==> src/rtl/rtc_cal_pkg.sv <==
package rtc_cal_pkg;

    typedef enum logic [2:0] {
        FLD_SEC   = 3'd0,
        FLD_MIN   = 3'd1,
        FLD_HOUR  = 3'd2,
        FLD_DOW   = 3'd3,
        FLD_DATE  = 3'd4,
        FLD_MONTH = 3'd5,
        FLD_YEAR  = 3'd6,
        FLD_NONE  = 3'd7
    } fld_e;

    typedef struct packed {
        logic [7:0] hour;
        logic [7:0] min;
        logic [7:0] sec;
    } tod_t;

    typedef struct packed {
        logic [7:0] year;
        logic [7:0] month;
        logic [7:0] date;
        logic [7:0] dow;
    } cal_t;

    typedef struct packed {
        logic       en;
        fld_e       sel;
        logic [7:0] data;
    } fld_wr_t;

    localparam logic [7:0] BCD_ZERO   = 8'h00;
    localparam logic [7:0] BCD_ONE    = 8'h01;
    localparam logic [7:0] SEC_MAX    = 8'h59;
    localparam logic [7:0] HOUR_MAX   = 8'h23;
    localparam logic [7:0] DOW_MAX    = 8'h07;
    localparam logic [7:0] MONTH_MAX  = 8'h12;
    localparam logic [7:0] YEAR_MAX   = 8'h99;

    // increment a two-digit packed BCD value (no range wrap)
    function automatic logic [7:0] bcd_inc(input logic [7:0] v);
        logic [7:0] r;
        if (v[3:0] >= 4'd9) r = {v[7:4] + 4'd1, 4'd0};
        else                r = {v[7:4], v[3:0] + 4'd1};
        return r;
    endfunction

    // 10*T + U is a multiple of 4 exactly when 2*T + U is
    function automatic logic is_leap(input logic [7:0] yr);
        logic [4:0] s;
        s = {yr[7:4], 1'b0} + {1'b0, yr[3:0]};
        return (s[1:0] == 2'b00);
    endfunction

    function automatic logic [7:0] month_end(input logic [7:0] mon,
                                             input logic [7:0] yr);
        logic [7:0] d;
        case (mon)
            8'h02:                      d = is_leap(yr) ? 8'h29 : 8'h28;
            8'h04, 8'h06, 8'h09, 8'h11: d = 8'h30;
            default:                    d = 8'h31;
        endcase
        return d;
    endfunction

endpackage

==> src/rtl/rtc_prescaler.sv <==
module rtc_prescaler #(
    parameter int DIV = 32768
) (
    input  logic clk,
    input  logic rst,
    input  logic ref_en,
    input  logic clear,
    output logic tick,
    output logic sq
);
    localparam int CW = (DIV > 2) ? $clog2(DIV) : 1;
    localparam logic [CW-1:0] LAST = CW'(DIV - 1);
    localparam logic [CW-1:0] HALF = CW'(DIV / 2);

    logic [CW-1:0] cnt_q;

    always_ff @(posedge clk) begin
        if (rst) begin
            cnt_q <= '0;
        end else if (clear) begin
            cnt_q <= '0;
        end else if (ref_en) begin
            cnt_q <= (cnt_q == LAST) ? '0 : cnt_q + CW'(1);
        end
    end

    assign tick = ref_en && (cnt_q == LAST);
    assign sq   = (cnt_q >= HALF);

    AST_TICK_SPACING: assert property (@(posedge clk) disable iff (rst)
        tick |=> !tick);
    AST_CLEAR_RESTART: assert property (@(posedge clk) disable iff (rst)
        clear |=> (cnt_q == '0) && !sq);

endmodule

==> src/rtl/rtc_time_chain.sv <==
module rtc_time_chain
    import rtc_cal_pkg::*;
(
    input  logic    clk,
    input  logic    rst,
    input  logic    tick,
    input  fld_wr_t wr,
    output tod_t    tod,
    output logic    day_carry
);
    tod_t tod_q, tod_d;
    logic sec_end, min_end, hour_end;

    assign sec_end  = (tod_q.sec  >= SEC_MAX);
    assign min_end  = (tod_q.min  >= SEC_MAX);
    assign hour_end = (tod_q.hour >= HOUR_MAX);

    always_comb begin
        tod_d = tod_q;
        if (tick) begin
            tod_d.sec = sec_end ? BCD_ZERO : bcd_inc(tod_q.sec);
            if (sec_end) begin
                tod_d.min = min_end ? BCD_ZERO : bcd_inc(tod_q.min);
                if (min_end)
                    tod_d.hour = hour_end ? BCD_ZERO : bcd_inc(tod_q.hour);
            end
        end
        if (wr.en) begin
            case (wr.sel)
                FLD_SEC:  tod_d.sec  = wr.data;
                FLD_MIN:  tod_d.min  = wr.data;
                FLD_HOUR: tod_d.hour = wr.data;
                default:  ;
            endcase
        end
    end

    always_ff @(posedge clk) begin
        if (rst) tod_q <= '{hour: BCD_ZERO, min: BCD_ZERO, sec: BCD_ZERO};
        else     tod_q <= tod_d;
    end

    assign day_carry = tick && sec_end && min_end && hour_end;
    assign tod       = tod_q;

    AST_TOD_HOLD: assert property (@(posedge clk) disable iff (rst)
        !tick && !wr.en |=> $stable(tod_q));
    AST_SEC_WRAP: assert property (@(posedge clk) disable iff (rst)
        tick && !wr.en && tod_q.sec == SEC_MAX |=> tod_q.sec == BCD_ZERO);
    AST_HOUR_WRAP: assert property (@(posedge clk) disable iff (rst)
        day_carry && !wr.en |=> tod_q == '0);

endmodule

==> src/rtl/rtc_date_chain.sv <==
module rtc_date_chain
    import rtc_cal_pkg::*;
(
    input  logic    clk,
    input  logic    rst,
    input  logic    day_carry,
    input  fld_wr_t wr,
    output cal_t    cal
);
    cal_t       cal_q, cal_d;
    logic [7:0] last_day;
    logic       month_done, year_done;

    assign last_day   = month_end(cal_q.month, cal_q.year);
    assign month_done = (cal_q.date >= last_day);
    assign year_done  = (cal_q.month >= MONTH_MAX);

    always_comb begin
        cal_d = cal_q;
        if (day_carry) begin
            cal_d.dow  = (cal_q.dow >= DOW_MAX) ? BCD_ONE : bcd_inc(cal_q.dow);
            cal_d.date = month_done ? BCD_ONE : bcd_inc(cal_q.date);
            if (month_done) begin
                cal_d.month = year_done ? BCD_ONE : bcd_inc(cal_q.month);
                if (year_done)
                    cal_d.year = (cal_q.year >= YEAR_MAX) ? BCD_ZERO
                                                         : bcd_inc(cal_q.year);
            end
        end
        if (wr.en) begin
            case (wr.sel)
                FLD_DOW:   cal_d.dow   = wr.data;
                FLD_DATE:  cal_d.date  = wr.data;
                FLD_MONTH: cal_d.month = wr.data;
                FLD_YEAR:  cal_d.year  = wr.data;
                default:   ;
            endcase
        end
    end

    always_ff @(posedge clk) begin
        if (rst) cal_q <= '{year: BCD_ZERO, month: BCD_ONE, date: BCD_ONE, dow: BCD_ONE};
        else     cal_q <= cal_d;
    end

    assign cal = cal_q;

    AST_DOW_WRAP: assert property (@(posedge clk) disable iff (rst)
        day_carry && !wr.en && cal_q.dow == DOW_MAX |=> cal_q.dow == BCD_ONE);
    AST_MONTH_ROLL: assert property (@(posedge clk) disable iff (rst)
        day_carry && !wr.en && month_done |=> cal_q.date == BCD_ONE);
    AST_LEAP_FEB: assert property (@(posedge clk) disable iff (rst)
        day_carry && !wr.en && cal_q.month == 8'h02 && cal_q.date == 8'h28
        && is_leap(cal_q.year) |=> cal_q.date == 8'h29);
    AST_YEAR_ROLL: assert property (@(posedge clk) disable iff (rst)
        day_carry && !wr.en && month_done && cal_q.month == MONTH_MAX
        && cal_q.year == YEAR_MAX |=> cal_q.year == BCD_ZERO
        && cal_q.month == BCD_ONE);

endmodule

==> src/rtl/rtc_calendar_core.sv <==
module rtc_calendar_core
    import rtc_cal_pkg::*;
#(
    parameter int DIV = 32768
) (
    input  logic       clk,
    input  logic       rst,
    input  logic       ref_en,
    input  logic       wr_en,
    input  logic [2:0] wr_sel,
    input  logic [7:0] wr_data,
    output logic [7:0] sec_o,
    output logic [7:0] min_o,
    output logic [7:0] hour_o,
    output logic [7:0] dow_o,
    output logic [7:0] date_o,
    output logic [7:0] month_o,
    output logic [7:0] year_o,
    output logic       sq1hz_o
);
    fld_wr_t wr;
    tod_t    tod;
    cal_t    cal;
    logic    tick, day_carry, pre_clear;

    assign wr.en   = wr_en;
    assign wr.sel  = fld_e'(wr_sel);
    assign wr.data = wr_data;

    assign pre_clear = wr_en && (fld_e'(wr_sel) == FLD_SEC);

    rtc_prescaler #(.DIV(DIV)) u_pre (
        .clk    (clk),
        .rst    (rst),
        .ref_en (ref_en),
        .clear  (pre_clear),
        .tick   (tick),
        .sq     (sq1hz_o)
    );

    rtc_time_chain u_time (
        .clk       (clk),
        .rst       (rst),
        .tick      (tick),
        .wr        (wr),
        .tod       (tod),
        .day_carry (day_carry)
    );

    rtc_date_chain u_date (
        .clk       (clk),
        .rst       (rst),
        .day_carry (day_carry),
        .wr        (wr),
        .cal       (cal)
    );

    assign sec_o   = tod.sec;
    assign min_o   = tod.min;
    assign hour_o  = tod.hour;
    assign dow_o   = cal.dow;
    assign date_o  = cal.date;
    assign month_o = cal.month;
    assign year_o  = cal.year;

    AST_WRITE_LANDS: assert property (@(posedge clk) disable iff (rst)
        wr_en && wr_sel == 3'd2 |=> hour_o == $past(wr_data));
    AST_WRITE_WINS: assert property (@(posedge clk) disable iff (rst)
        wr_en && wr_sel == 3'd1 && tick |=> min_o == $past(wr_data));

endmodule

==> config.mk <==
export PLATFORM = sky130hd
export DESIGN_NAME = rtc_calendar_core
export DESIGN_NICKNAME = d
export VERILOG_FILES = /design/src/rtl/rtc_cal_pkg.sv /design/src/rtl/rtc_prescaler.sv /design/src/rtl/rtc_time_chain.sv /design/src/rtl/rtc_date_chain.sv /design/src/rtl/rtc_calendar_core.sv
export SDC_FILE = /design/constraint.sdc
export NUM_CORES = 1
export LEC_CHECK = 0
export CAP_MARGIN = 15
export CORE_MARGIN = 3
export CORE_UTILIZATION = 64
export DETAILED_ROUTE_END_ITERATION = 8
export DONT_BUFFER_PORTS = 1
export GPL_ROUTABILITY_DRIVEN = 0
export PLACE_DENSITY = 0.83
export SLEW_MARGIN = 20
export SYNTH_ARGS = -nofsm -noshare
export SYNTH_HDL_FRONTEND = slang
export SYNTH_SLANG_ARGS = --single-unit
==> constraint.sdc <==
create_clock -name clk -period 4.3 [get_ports clk]
set_clock_uncertainty 0.2 [all_clocks]
set_input_delay 0.215 -clock clk [delete_from_list [all_inputs] [get_ports clk]]
set_output_delay 0.215 -clock clk [all_outputs]
set_load 0.01 [all_outputs]
-- Yosys cells after proc, flatten, opt, wreduce, memory -nomap -nowiden
Cells that the tools add are included.
- bits of input ports: 15
- bits in registers: 71
- output and inout port bits: 57
- mux-type cells: 32
- reduce and logical (&&, ||, !) cells: 9
- equality and inequality tests: 12
- order comparisons: 15
- $add $sub $neg: 16
- operators with widths (cell ; number):
    two-way mux 8 bit ; 23
    two-way mux 32 bit ; 2
    adder 4 x 1 -> 4 bit (second input constant) ; 14
    two-way mux 24 bit ; 2
    two-way mux 16 bit ; 2
    >= comparator 4 bit (second input constant) ; 7
    == test 8 x 3 -> 1 bit (second input constant) ; 2
    >= comparator 8 x 7 -> 1 bit (second input constant) ; 2
    one-hot mux 8 bit (2 select lines) ; 1
    adder 15 x 1 -> 15 bit (second input constant) ; 1
    == test 15 bit (second input constant) ; 1
    >= comparator 15 bit (second input constant) ; 1
    two-way mux 15 bit ; 1
    == test 3 bit (second input constant) ; 3
    == test 8 x 2 -> 1 bit (second input constant) ; 1
    == test 8 x 4 -> 1 bit (second input constant) ; 1
    == test 8 x 5 -> 1 bit (second input constant) ; 1
    >= comparator 8 x 3 -> 1 bit (second input constant) ; 1
    >= comparator 8 x 5 -> 1 bit (second input constant) ; 1
    >= comparator 8 x 6 -> 1 bit (second input constant) ; 1
    >= comparator 8 bit ; 1
    >= comparator 8 bit (second input constant) ; 1
    == test 3 x 2 -> 1 bit (second input constant) ; 2
    logical AND 1 bit ; 5
    other kinds (7) ; 7

-- Depth between registers and ports, before layout
Gate-level depths: netlist of run 1.
- depth after elaboration: 9
- depth in mapped cells: 14
- depth with buffers taken out: 14

-- Cells and area by module
A second synthesis of run 1 with hierarchy kept.
- cell total of the unflattened synthesis: 559
- area total of the unflattened synthesis: 4675.7 um2
- by module, submodules not included (module ; area each (um2) ; cells an instance ; times used ; seq. area each (um2)):
    rtc_date_chain ; 2252.2 ; 273 ; 1 ; 640.6
    rtc_time_chain ; 1625.3 ; 204 ; 1 ; 480.5
    rtc_prescaler ; 783.3 ; 81 ; 1 ; 300.3
    rtc_calendar_core ; 15.0 ; 1 ; 1 ; 0.0

-- Worst setup path before layout of run 1
OpenSTA, ideal clock, no wires.
- kind: flip-flop to flip-flop
- start: reg u_date.cal_q, in the netlist u_date.cal[16]
- end: reg u_date.cal_q, in the netlist u_date.cal[15]
- path slack: 0.694 ns
- arrival time: 3.332 ns
- setup time: 0.074 ns
- cell stages (with the launch flop): 14
- cell sequence: dfxtp_1 inv_1 ha_1 o21ai_0 o21ai_0 a32oi_1 nor3_1 a21oi_1 ha_1 or4b_2 a221oi_1 nor2_1 or3_1 o21ai_0
- cells in the longest elaborated chain, start to end: 8
- elaborated cells between the ends (all ways): 12
- those cells by class: order compare (1); eq/ne (5); mux (5); reduce/logical (1)
- ends and longest elaborated chain (element ; line ; source):
    start: declaration ; rtc_date_chain.sv:10 ; cal_t cal_q, cal_d;
    start signal: assignment ; rtc_date_chain.sv:42 ; if (rst) cal_q <= '{year: BCD_ZERO, month: BCD_ONE, date: BCD_ONE, dow: BCD_ONE};
    start signal: assignment ; rtc_date_chain.sv:43 ; else cal_q <= cal_d;
    == test 8 x 3 -> 1 bit (tied with other cells) ; rtc_cal_pkg.sv:59 ; case (mon)
    OR reduction 4 bit ; rtc_cal_pkg.sv:59 ;
    one-hot mux 8 bit (2 select lines) * ; rtc_cal_pkg.sv:59 ;
    >= comparator 8 bit * ; rtc_date_chain.sv:15 ; assign month_done = (cal_q.date >= last_day);
    two-way mux 8 bit * ; rtc_date_chain.sv:22 ; cal_d.date = month_done ? BCD_ONE : bcd_inc(cal_q.date);
    two-way mux 32 bit * ; rtc_date_chain.sv:20 ; if (day_carry) begin
    two-way mux 8 bit ; rtc_date_chain.sv:31 ; case (wr.sel)
    two-way mux 32 bit * ; rtc_date_chain.sv:30 ; if (wr.en) begin
Every way passes the cells marked *; elsewhere a longest branch is shown, timed or not.
A chain may end at the register's enable or synchronous reset.

-- Final worst setup path of run 1
- start: reg u_date.cal_q, in the netlist u_date.cal[16]
- end: reg u_date.cal_q, in the netlist u_date.cal[17]
- cells in the longest elaborated chain, start to end: 8
- elaborated cells between the ends (all ways): 17
- those cells by class: add/sub (1); order compare (3); eq/ne (5); mux (7); reduce/logical (1)
- ends and longest elaborated chain (element ; line ; source):
    == test 8 x 3 -> 1 bit (tied with other cells) ; rtc_cal_pkg.sv:59 ;
    OR reduction 4 bit ; rtc_cal_pkg.sv:59 ;
    one-hot mux 8 bit (2 select lines) ; rtc_cal_pkg.sv:59 ;
    >= comparator 8 bit ; rtc_date_chain.sv:15 ;
    two-way mux 16 bit * ; rtc_date_chain.sv:23 ; if (month_done) begin
    two-way mux 32 bit * ; rtc_date_chain.sv:20 ;
    two-way mux 8 bit ; rtc_date_chain.sv:31 ;
    two-way mux 32 bit * ; rtc_date_chain.sv:30 ;
Marked as above.

==> results.sh, run 1 <==
export IMPL_start_kind="flip-flop"
export IMPL_grt_max_degree=51
export IMPL_avgRoutedWirePerCell_um=19.3
export IMPL_fin_crit_sh_pct=96.9
export IMPL_routed_via_density=6.74
export IMPL_synth_xor_xnor_area_share_pct=2.68
export IMPL_ys_warn_count=0
export IMPL_seqCellArea_mm2=0.00142
export IMPL_use_met3_pct=10.5
export IMPL_ys_seq_elements=71
export IMPL_drv_slew=0
export IMPL_track_usage_pct=32.8
export IMPL_cp_depth=14
export IMPL_p_sw_share_pct=24.0
export IMPL_numCtsBuffers=9
export IMPL_antenna_left=0
export IMPL_r2r_setup_slack_ps=130
export IMPL_insertion_delay_ps=350
export IMPL_coreArea_mm2=0.00687
export IMPL_yosysSeqAreaShare_pct=31.0
export IMPL_synth_fp_nets=645
export IMPL_nFillCells=519
export IMPL_cts_sinks=71
export IMPL_async_flop_share_pct=0
export IMPL_synth_area_mux_share_pct=0.710
export IMPL_design_area_mm2=0.00518
export IMPL_endpoint_kind="flip-flop"
export IMPL_maxCapViolCount=0
export IMPL_synthSimpleGateAreaFrac_pct=28.5
export IMPL_total_leakage_power_nw=1.95
export IMPL_reg2reg_to="u_date.cal[17]"
export IMPL_postPlaceCellArea_mm2=0.00468
export IMPL_drive_gt1_share_pct=7.70
export IMPL_dp_cells=671
export IMPL_die_w_um=90.6
export IMPL_cp_slowest_stage_delay_ps=720
export IMPL_slew_headroom_pct=38.5
export IMPL_yosysUniqueCellTypes=62
export IMPL_synth_top_area_share_pct=31.0
export IMPL_cts_path_max_buffers=2
export IMPL_crit_end="u_date.cal[17]"
export IMPL_power_net_switching_uw=394
export IMPL_required_ps=4400
export IMPL_fin_cells=707
export IMPL_min_period_ps=4170
export IMPL_setup_viol=0
export IMPL_crit_family="compound AO/OA/AOI/OAI gates"
export IMPL_grt_use_met1_pct=39.9
export IMPL_num_io_pins=72
export IMPL_setup_worst_path_start="u_date.cal[16]"
export IMPL_syn_to_final_growth_pct=13.2
export IMPL_arrival_ps=4260
export IMPL_grt_pass1_vias=4410
export IMPL_yosys_area_top_type="dfxtp_1"
export IMPL_synth_avg_cell_area_um2=7.79
export IMPL_rows=30
export IMPL_drt_iter0_drc=419
export IMPL_power_frac_clock_pct=47.7
export IMPL_fmax_ghz=0.240
export IMPL_dpl_worst_slack_ps=473
export IMPL_synth_compound_area_share_pct=21.2
export IMPL_worstPathMaxFanout=5
export IMPL_cp_buffers_inverters=2
export IMPL_r2r_cells=14
export IMPL_drt_pass1_iter_count=5
export IMPL_worst_slew_pin_slew_ps=914
export IMPL_ys_flop_type="dfxtp_1"
export IMPL_syn_cell_area_mm2=0.00458
export IMPL_io_buffers=0
export IMPL_cts_tree="done"
export IMPL_grt_pass1_wl_mm=22.0
export IMPL_synth_edf_count=0
export IMPL_overflow=0
export IMPL_tns_ps=0
export IMPL_r2r_start="u_date.cal[16]"
export IMPL_p_int_mw=1.25
export IMPL_p_per_area_mw_per_mm2=317
export IMPL_worstSetupPathType="flip-flop to flip-flop"
export IMPL_clk_pin_slew_ps=80
export IMPL_grt_busiest_layer="met2"
export IMPL_synth_top_family_by_area="simple AND/OR/NAND/NOR gates"
export IMPL_pwr_share_comb_pct=9.0
export IMPL_vias=4766
export IMPL_use_met2_pct=52.1
export IMPL_fp_dieArea_mm2=0.00821
export IMPL_antenna_found_initial=2
export IMPL_multi_input_area_mm2=0.00298
export IMPL_vdd_drop_max_mv=0.184
export IMPL_hp_class="input pin to flip-flop"
export IMPL_synth_cells=588
export IMPL_drc_errors=0
export IMPL_htreeDepth=3
export IMPL_routed_wl_mm=13.7
export IMPL_die_h_um=90.6
export IMPL_ys_top_cells_by_area="dfxtp_1, ha_1, nor2_1"
export IMPL_worst_slack_ps=135
export IMPL_status="finished, final reports clean"
export IMPL_hold_viol=0
export IMPL_cts_root_buf="clkbuf_8"
export IMPL_pwr_share_seq_pct=43.3
export IMPL_initial_core_util_pct=66.7
export IMPL_post_dp_hpwl_mm=9.12
export IMPL_nets=662
export IMPL_synthAdderAreaFrac_pct=11.5
export IMPL_slowest_stage="or4b_2"
export IMPL_path_cells="inv_1 -> ha_1 -> o21ai_0 -> o21ai_0 -> a32oi_1 -> nor3_2 -> a21oi_1 -> ha_1 -> or4b_2 -> a221o_2 -> nand2_2 -> nand2_1 -> a311oi_1 -> dlygate4sd3_1"
export IMPL_synth_commonest_cells="dfxtp_1, nor2_1, nand2_1, ha_1, inv_1"
## cell type report
type                    count  area share, %
flip-flops and latches     71           27.5
multi-input cells         463           57.4
clock inverters             6           2.99
well taps                  96           2.32
diodes                      1         0.0483
repair buffers             24           4.49
clock buffers              10           2.66
inverters                  36           2.61
## cells by family after synthesis
family,count (synthesis)
and+or+nand+nor,258
xor gates and xnor gates,14
muxes,3
AOI/OAI and AO/OA,146
buffers and inverters,54
adders and majority gates,42
DFF,71
## worst min-delay path, stage by stage
cell and delay [ps]:
nor2b_1 180, nand2_1 90, nand2_1 40
## flip-flops by register name, summed over array words and instances (netlist names)
register     cells
u_time.tod      24
u_pre.cnt_q     15
u_date.cal      32
## stage by stage
stage / hold slack, ps / power [mW] / util (%)
2_1_floorplan: 136 / 0.810 / -
3_3_place_gp: 92.4 / 0.830 / 68.1
3_5_place_dp: 93.2 / 0.837 / 68.1
4_1_cts: 15.1 / 1.64 / 75.0
6_report: 23.2 / 1.64 / 75.5
5_1_grt: 39.1 / 1.69 / 75.5
## repair_timing
| action | CTS | global route |
|---|---|---|
| gates resized for setup | 0 | 6 |
| setup buffers | 0 | 2 |
| hold buffers | 17 | 0 |
| hold endpoints to repair | 60 | 0 |
| endpoints found under the setup margin | 0 | 1 |
## placed cells by master (no fill, tap or decap), types with 3 or more instances in the layout
master | Yosys | routed
a211oi_1 | 11 | 11
a21o_1 | 4 | 4
a21oi_1 | 31 | 31
a311oi_1 | 13 | 13
a31oi_1 | 8 | 8
a41oi_1 | 7 | 7
and2_1 | 3 | 3
and3_1 | 6 | 6
buf_4 | 0 | 7
bufinv_16 | 0 | 5
clkbuf_8 | 0 | 10
dfxtp_1 | 71 | 69
dlygate4sd3_1 | 0 | 16
ha_1 | 42 | 42
inv_1 | 36 | 36
nand2_1 | 64 | 63
nand2b_1 | 8 | 8
nand3_1 | 22 | 22
nand3b_1 | 3 | 3
nand4_1 | 15 | 15
nor2_1 | 71 | 71
nor2b_1 | 9 | 9
nor3_1 | 21 | 20
nor4_1 | 8 | 7
o211ai_1 | 3 | 3
o21ai_0 | 34 | 34
o22ai_1 | 6 | 6
o31ai_1 | 5 | 5
o41ai_1 | 4 | 4
or2_2 | 4 | 4
or3_1 | 4 | 4
or4_1 | 6 | 6
xnor2_1 | 6 | 6
xor2_1 | 8 | 8
## power groups by stage
| stage | clock (mW) | sequential (mW) | combinational [mW] |
|---|---|---|---|
| CTS | 0.784 | 0.711 | 0.141 |
| global route | 0.812 | 0.715 | 0.163 |
| floorplan | 0 | 0.717 | 0.0931 |
| detailed placement | 0 | 0.726 | 0.110 |
| finish | 0.785 | 0.712 | 0.147 |
| global placement | 0 | 0.725 | 0.105 |
## routing by layer
| metal | routed length, um | part of all wire (%) |
|---|---|---|
| met1 | 5210 | 38 |
| met3 | 1610 | 12 |
| met2 | 6270 | 46 |
| met5 | 28 | 0.21 |
| met4 | 535 | 3.9 |
## how the worst min path moves through the flow
stage / from / end / slack [ps] / cells after the start
floorplan: wr_data[0] / u_date.cal[0] / 140 / 2
CTS: wr_data[7] / u_time.tod[23] / 20 / 3
detailed placement: rst / u_date.cal[12] / 90 / 1
global placement: rst / u_date.cal[1] / 90 / 1
finish: wr_data[7] / u_time.tod[23] / 20 / 3
global route: wr_data[7] / u_time.tod[23] / 40 / 3
No activity file was read; power rests on OpenSTA's default activity.
==> run 2, diff against run 1 <==
--- a/config.mk
+++ b/config.mk
@@ -5,13 +5,14 @@
 export SDC_FILE = /design/constraint.sdc
 export NUM_CORES = 1
 export LEC_CHECK = 0
+export ABC_AREA = 1
 export CAP_MARGIN = 15
 export CORE_MARGIN = 3
-export CORE_UTILIZATION = 64
+export CORE_UTILIZATION = 65
 export DETAILED_ROUTE_END_ITERATION = 8
 export DONT_BUFFER_PORTS = 1
 export GPL_ROUTABILITY_DRIVEN = 0
-export PLACE_DENSITY = 0.83
+export PLACE_DENSITY = 0.84
 export SLEW_MARGIN = 20
 export SYNTH_ARGS = -nofsm -noshare
 export SYNTH_HDL_FRONTEND = slang
==> run 2 against run 1 <==
Worst setup slack better by 420 ps; global-route usage is 1.2 points lower; non-clock buffer count shrank 9; first-iteration DRC count is 7.9% lower; count of clock-buffer cells in the layout rose by 1; die area up 8.4%; clock power shrank 6.4%; power decreased by 1.8%; sequential share of layout area shrank 1.9 points; worst hold slack better by 5.2 ps; sequential power about the same; critical path depth rose by 1; largest cell class unchanged.
==> results.sh, run 2 <==
export IMPL_overflow=0
export IMPL_setup_worst_path_start="u_date.cal[17]"
export IMPL_maxCapViolCount=0
export IMPL_track_usage_pct=31.6
export IMPL_yosysUniqueCellTypes=45
export IMPL_coreArea_mm2=0.00741
export IMPL_min_from="wr_sel[1]"
export IMPL_synth_commonest_cells="nand2_1, inv_1, nor2_1, dfxtp_1, nand3_1"
export IMPL_hp_class="input pin to flip-flop"
export IMPL_power_total_mw=1.62
export IMPL_num_io_pins=72
export IMPL_antenna_left=0
export IMPL_diodes=0
export IMPL_avgRoutedWirePerCell_um=15.3
export IMPL_arrival_ps=3820
export IMPL_yosysSeqAreaShare_pct=28.0
export IMPL_p_per_area_mw_per_mm2=291
export IMPL_r2r_start="u_date.cal[17]"
export IMPL_layout_common_cells="nand2_1, inv_1, nor2_1"
export IMPL_numCtsBuffers=9
export IMPL_slew_headroom_pct=48.1
export IMPL_drc_errors=0
export IMPL_r2r_setup_slack_ps=550
export IMPL_post_dp_hpwl_mm=9.60
export IMPL_clk_pin_slew_ps=80
export IMPL_endpoint_kind="flip-flop"
export IMPL_power_frac_clock_pct=45.5
export IMPL_p_int_mw=1.21
export IMPL_drive_gt1_share_pct=5.45
export IMPL_fp_dieArea_mm2=0.00890
export IMPL_synth_cells=790
export IMPL_die_w_um=94.3
export IMPL_rows=31
export IMPL_pwr_share_seq_pct=44.1
export IMPL_rsz0062_at_grt="false"
export IMPL_yosysMostFrequentCell="nand2_1"
export IMPL_drt_pass1_iter_count=5
export IMPL_async_flop_share_pct=0
export IMPL_setup_viol=0
export IMPL_insertion_delay_ps=350
export IMPL_worst_slew_pin_slew_ps=776
export IMPL_postPlaceCellArea_mm2=0.00513
export IMPL_layout_commonest_cell="nand2_1"
export IMPL_io_buffers=0
export IMPL_routed_via_density=5.78
export IMPL_die_h_um=94.3
export IMPL_r2r_cells=15
export IMPL_design_area_mm2=0.00556
export IMPL_final_util_pct=75.0
export IMPL_ys_seq_elements=71
export IMPL_synth_avg_cell_area_um2=6.42
export IMPL_dpl_worst_slack_ps=785
export IMPL_grt_pass1_wl_mm=22.4
export IMPL_yosys_area_top_type="dfxtp_1"
export IMPL_reg2reg_to="u_date.cal[12]"
export IMPL_nets=859
export IMPL_initial_core_util_pct=68.5
export IMPL_drv_slew=0
export IMPL_cts_tree="done"
export IMPL_start_kind="flip-flop"
export IMPL_syn_to_final_growth_pct=9.60
export IMPL_status="finished, final reports clean"
export IMPL_power_net_switching_uw=407
export IMPL_fmax_ghz=0.267
export IMPL_vias=5237
export IMPL_p_sw_share_pct=25.2
export IMPL_drt_iter0_drc=386
export IMPL_fin_crit_sh_pct=87.1
export IMPL_largest_reg_flops=32
export IMPL_synth_fp_nets=847
export IMPL_hold_viol=0
export IMPL_ys_top_cells_by_area="dfxtp_1, nand2_1, ha_1"
export IMPL_routed_wl_mm=13.8
export IMPL_vdd_drop_max_mv=0.284
export IMPL_required_ps=4380
export IMPL_worst_hold_path_endpoint="u_time.tod[4]"
export IMPL_synth_top_area_share_pct=28.0
export IMPL_min_period_ps=3750
export IMPL_ys_flop_type="dfxtp_1"
export IMPL_whs_path_depth=5
export IMPL_worstPathMaxFanout=21
export IMPL_synth_edf_count=0
export IMPL_antenna_found_initial=0
export IMPL_cts_root_buf="clkbuf_8"
export IMPL_htreeDepth=3
export IMPL_syn_cell_area_mm2=0.00507
export IMPL_cts_path_max_buffers=2
export IMPL_grt_max_degree=45
export IMPL_total_leakage_power_nw=2.63
export IMPL_cts_sinks=71
export IMPL_ys_warn_count=0
export IMPL_worst_slack_ps=553
export IMPL_grt_pass1_vias=4879
export IMPL_worstSetupPathType="flip-flop to flip-flop"
export IMPL_pwr_share_comb_pct=10.4
export IMPL_tns_ps=0
## run 2: changes by cell type in the layout (fill, tap and decap cells not counted), moves of 8 or more
cell,before,now
a211oi_1,11,2
a21oi_1,31,56
a311oi_1,13,0
inv_1,36,128
inv_2,0,8
nand2_1,63,172
nand2b_1,8,0
nand3_1,22,68
nor2_1,71,84
nor2b_1,9,0
nor3_1,20,9
o21ai_0,34,66
## run 2: how the worst max path moves through the flow
stage | to | slack [ps]
after floorplan | u_date.cal[12] | 1630
after global placement | u_date.cal[24] | 950
after detailed placement | u_date.cal[18] | 780
after CTS | u_date.cal[15] | 690
after global routing | u_date.cal[12] | 220
final | u_date.cal[12] | 550
## run 2: worst max-delay path, stage by stage (launching register included)
cell,delay (ps)
dfxtp_1,500
inv_1,130
ha_1,220
o21ai_0,170
o21ai_0,130
a32oi_1,280
nand2_1,80
o41ai_1,80
ha_1,290
inv_1,50
nor2_1,30
nand3_1,160
nand3_1,580
a21oi_1,480
nand3_1,150
a21oi_1,140
## run 2: layer usage
layer  vias to the layer above  track usage (%)  wire length (um)
met5                         -                0                 0
met4                         0             13.1               427
met3                        46             8.92              1480
met2                       274             53.5              6540
met1                      2362             37.4              5400
li1                       2555                -                 -
## run 2: cell type report
cell class | instances | area, um2
multi-input cells | 568 | 3070
well taps | 99 | 124
clock inverters | 5 | 128
flip-flops and latches | 71 | 1420
fillers | 581 | 1850
repair buffers | 15 | 150
clock buffers | 11 | 151
inverters | 137 | 514
## run 2: repair_timing
item                                   CTS  global route
endpoints found under the hold margin   62             0
gates resized for setup                  0             0
hold buffers                            15             0
setup buffers                            0             0
## run 2: metrics by stage
stage / hold WS [ps] / cells
floorplan: 93.5 / 790
global placement: 88.3 / 875
detailed placement: 90.1 / 875
CTS: 15.3 / 906
global route: 63.1 / 906
finish: 28.4 / 906
## run 2: logic make-up (layout without fill, tap and decap cells)
family,count (synthesis),in the layout,synth area share (%)
buf+inv,151,168,11.4
xor+xnor,15,15,2.59
compound gates,143,143,15.0
fa+ha+maj,42,42,10.4
flops,71,71,28.0
simple gates,368,368,32.6
## run 2: power groups by stage
stage / logic, mW / clock network, mW / registers (mW)
3_5_place_dp: 0.138 / 0 / 0.727
6_report: 0.168 / 0.735 / 0.712
3_3_place_gp: 0.133 / 0 / 0.726
5_1_grt: 0.189 / 0.769 / 0.715
4_1_cts: 0.163 / 0.737 / 0.711
2_1_floorplan: 0.115 / 0 / 0.718
==> run 3, diff against run 2 <==
==> constraint.sdc (replaced) <==
create_clock -name clk -period 4.03 [get_ports clk]
set_clock_uncertainty 0.2 [all_clocks]
set_input_delay 0.2015 -clock clk [delete_from_list [all_inputs] [get_ports clk]]
set_output_delay 0.2015 -clock clk [all_outputs]
set_load 0.005 [all_outputs]
==> run 3 against run 2 <==
Routed wire length is 4.4% lower; sequential cell count stayed put; worst setup slack worse by 21 ps; clock power is 32% lower; power is 12% lower; core utilization is 1.5 points lower; critical endpoint is now u_date.cal[31].
==> results.sh, run 3 (synthesized netlist as in run 2, its figures left out) <==
export IMPL_cts_root_buf="clkbuf_8"
export IMPL_p_per_area_mw_per_mm2=262
export IMPL_grt_pass1_wl_mm=21.7
export IMPL_insertion_delay_ps=350
export IMPL_track_usage_pct=30.6
export IMPL_endpoint_kind="flip-flop"
export IMPL_grt_pass1_vias=4900
export IMPL_holdWs_ps=22.0
export IMPL_multi_input_area_mm2=0.00307
export IMPL_min_period_ps=3500
export IMPL_layout_common_cells="nand2_1, inv_1, nor2_1"
export IMPL_maxCapViolCount=0
export IMPL_rows=31
export IMPL_antenna_left=0
export IMPL_cts_tree="done"
export IMPL_io_buffers=0
export IMPL_coreArea_mm2=0.00741
export IMPL_routed_via_density=5.66
export IMPL_cp_buffers_inverters=2
export IMPL_die_h_um=94.3
export IMPL_slowest_stage="nand3_1"
export IMPL_seqCellArea_mm2=0.00142
export IMPL_worst_slack_ps=532
export IMPL_grt_max_degree=45
export IMPL_htreeDepth=3
export IMPL_initial_core_util_pct=68.5
export IMPL_total_leakage_power_nw=2.58
export IMPL_cts_resized=0
export IMPL_fp_dieArea_mm2=0.00890
export IMPL_layout_commonest_cell="nand2_1"
export IMPL_clk_pin_slew_ps=70
export IMPL_setup_viol=0
export IMPL_cts_setup_buffers=0
export IMPL_power_total_mw=1.43
export IMPL_path_cells="inv_1 -> ha_1 -> o21ai_0 -> o21ai_0 -> a32oi_1 -> nand2_1 -> o41ai_1 -> ha_1 -> inv_1 -> nor2_1 -> nand3_1 -> nand3_1 -> nand2_1 -> a21boi_0 -> a21oi_1"
export IMPL_drv_slew=0
export IMPL_required_ps=4110
export IMPL_worstSetupPathType="flip-flop to flip-flop"
export IMPL_syn_to_final_growth_pct=7.47
export IMPL_drt_pass1_iter_count=5
export IMPL_overflow=0
export IMPL_min_from="wr_sel[1]"
export IMPL_worst_slew_pin_slew_ps=748
export IMPL_vdd_drop_max_mv=0.259
export IMPL_start_kind="flip-flop"
export IMPL_routed_wl_mm=13.2
export IMPL_crit_family="simple AND/OR/NAND/NOR gates"
export IMPL_nets=859
export IMPL_arrival_ps=3570
export IMPL_avgRoutedWirePerCell_um=14.6
export IMPL_hp_class="input pin to flip-flop"
export IMPL_fin_crit_sh_pct=86.8
export IMPL_r2r_start="u_date.cal[16]"
export IMPL_rsz0062_at_grt="false"
export IMPL_setup_worst_path_start="u_date.cal[16]"
export IMPL_final_util_pct=73.6
export IMPL_slew_headroom_pct=50.0
export IMPL_vias=5135
export IMPL_nFillCells=617
export IMPL_worstPathMaxFanout=21
export IMPL_cp_slowest_stage_delay_ps=550
export IMPL_drt_iter0_drc=352
export IMPL_post_dp_hpwl_mm=9.53
export IMPL_drc_errors=0
export IMPL_cts_path_max_buffers=2
export IMPL_cts_sinks=71
export IMPL_status="finished, final reports clean"
export IMPL_hold_viol=0
export IMPL_num_io_pins=72
export IMPL_hold_buffers=15
export IMPL_antenna_found_initial=2
export IMPL_tns_ps=0
export IMPL_dpl_worst_slack_ps=553
export IMPL_drive_gt1_share_pct=4.97
export IMPL_die_w_um=94.3
export IMPL_largest_reg_flops=32
export IMPL_fmax_ghz=0.286
export IMPL_numCtsBuffers=9
-- run 3: changes by cell type in the layout (fill, tap and decap cells not counted), sizes merged --
cell,before,now
bufinv,4,0
clkbuf,11,13
clkinv,1,2
clkinvlp,1,0
diode,0,3
-- run 3: cell type report --
class | count | area share, %
Antenna cell | 3 | 0.138
Clock buffer | 13 | 2.91
Clock inverter | 1 | 0.0918
Inverter | 137 | 9.43
Multi-Input combinational cell | 568 | 56.3
Sequential cell | 71 | 26.1
Tap cell | 99 | 2.27
Timing Repair Buffer | 15 | 2.75
-- run 3: metal layers --
layer	routed length (um)	share of wire [%]	global-route usage (%)	vias to the layer above
li1	-	-	-	2563
met1	5440	41	36.0	2325
met2	6180	47	50.3	204
met3	1230	9.3	10.1	43
met4	381	2.9	14.4	0
met5	0	0	0	-
-- run 3: path summary, 6_finish.rpt --
| path | to | slack [ps] | cells after the start |
|---|---|---|---|
| worst max-delay path | u_date.cal[31] | 530 | 15 |
| worst min-delay path | u_time.tod[4] | 20 | 5 |
| worst max register to register | u_date.cal[31] | 530 | 15 |
| worst min register to register | u_pre.cnt_q[13] | 280 | 1 |
-- run 3: worst register-to-register path, delay by kind of cell (launching register included) --
| family | cells | cell delay (ps) |
|---|---|---|
| buffers and inverters | 2 | 180 |
| and+or+nand+nor | 5 | 1220 |
| DFF | 1 | 420 |
| adders and majority gates | 2 | 510 |
| AOI/OAI and AO/OA | 6 | 910 |
-- run 3: metrics by stage --
step | cell area [um2] | instances
2_1_floorplan | 5070 | 790
3_3_place_gp | 5130 | 875
3_5_place_dp | 5130 | 875
4_1_cts | 5440 | 904
5_1_grt | 5450 | 906
6_report | 5450 | 907
-- run 3: where the power goes --
| part | total (mW) | leakage, nW | switching [mW] | internal [mW] |
|---|---|---|---|---|
| Clock | 0.498 | 0.0854 | 0.248 | 0.250 |
| Sequential | 0.753 | 0.576 | 0.0318 | 0.722 |
| Combinational | 0.177 | 1.92 | 0.116 | 0.0615 |
| Total | 1.43 | 2.58 | 0.396 | 1.03 |
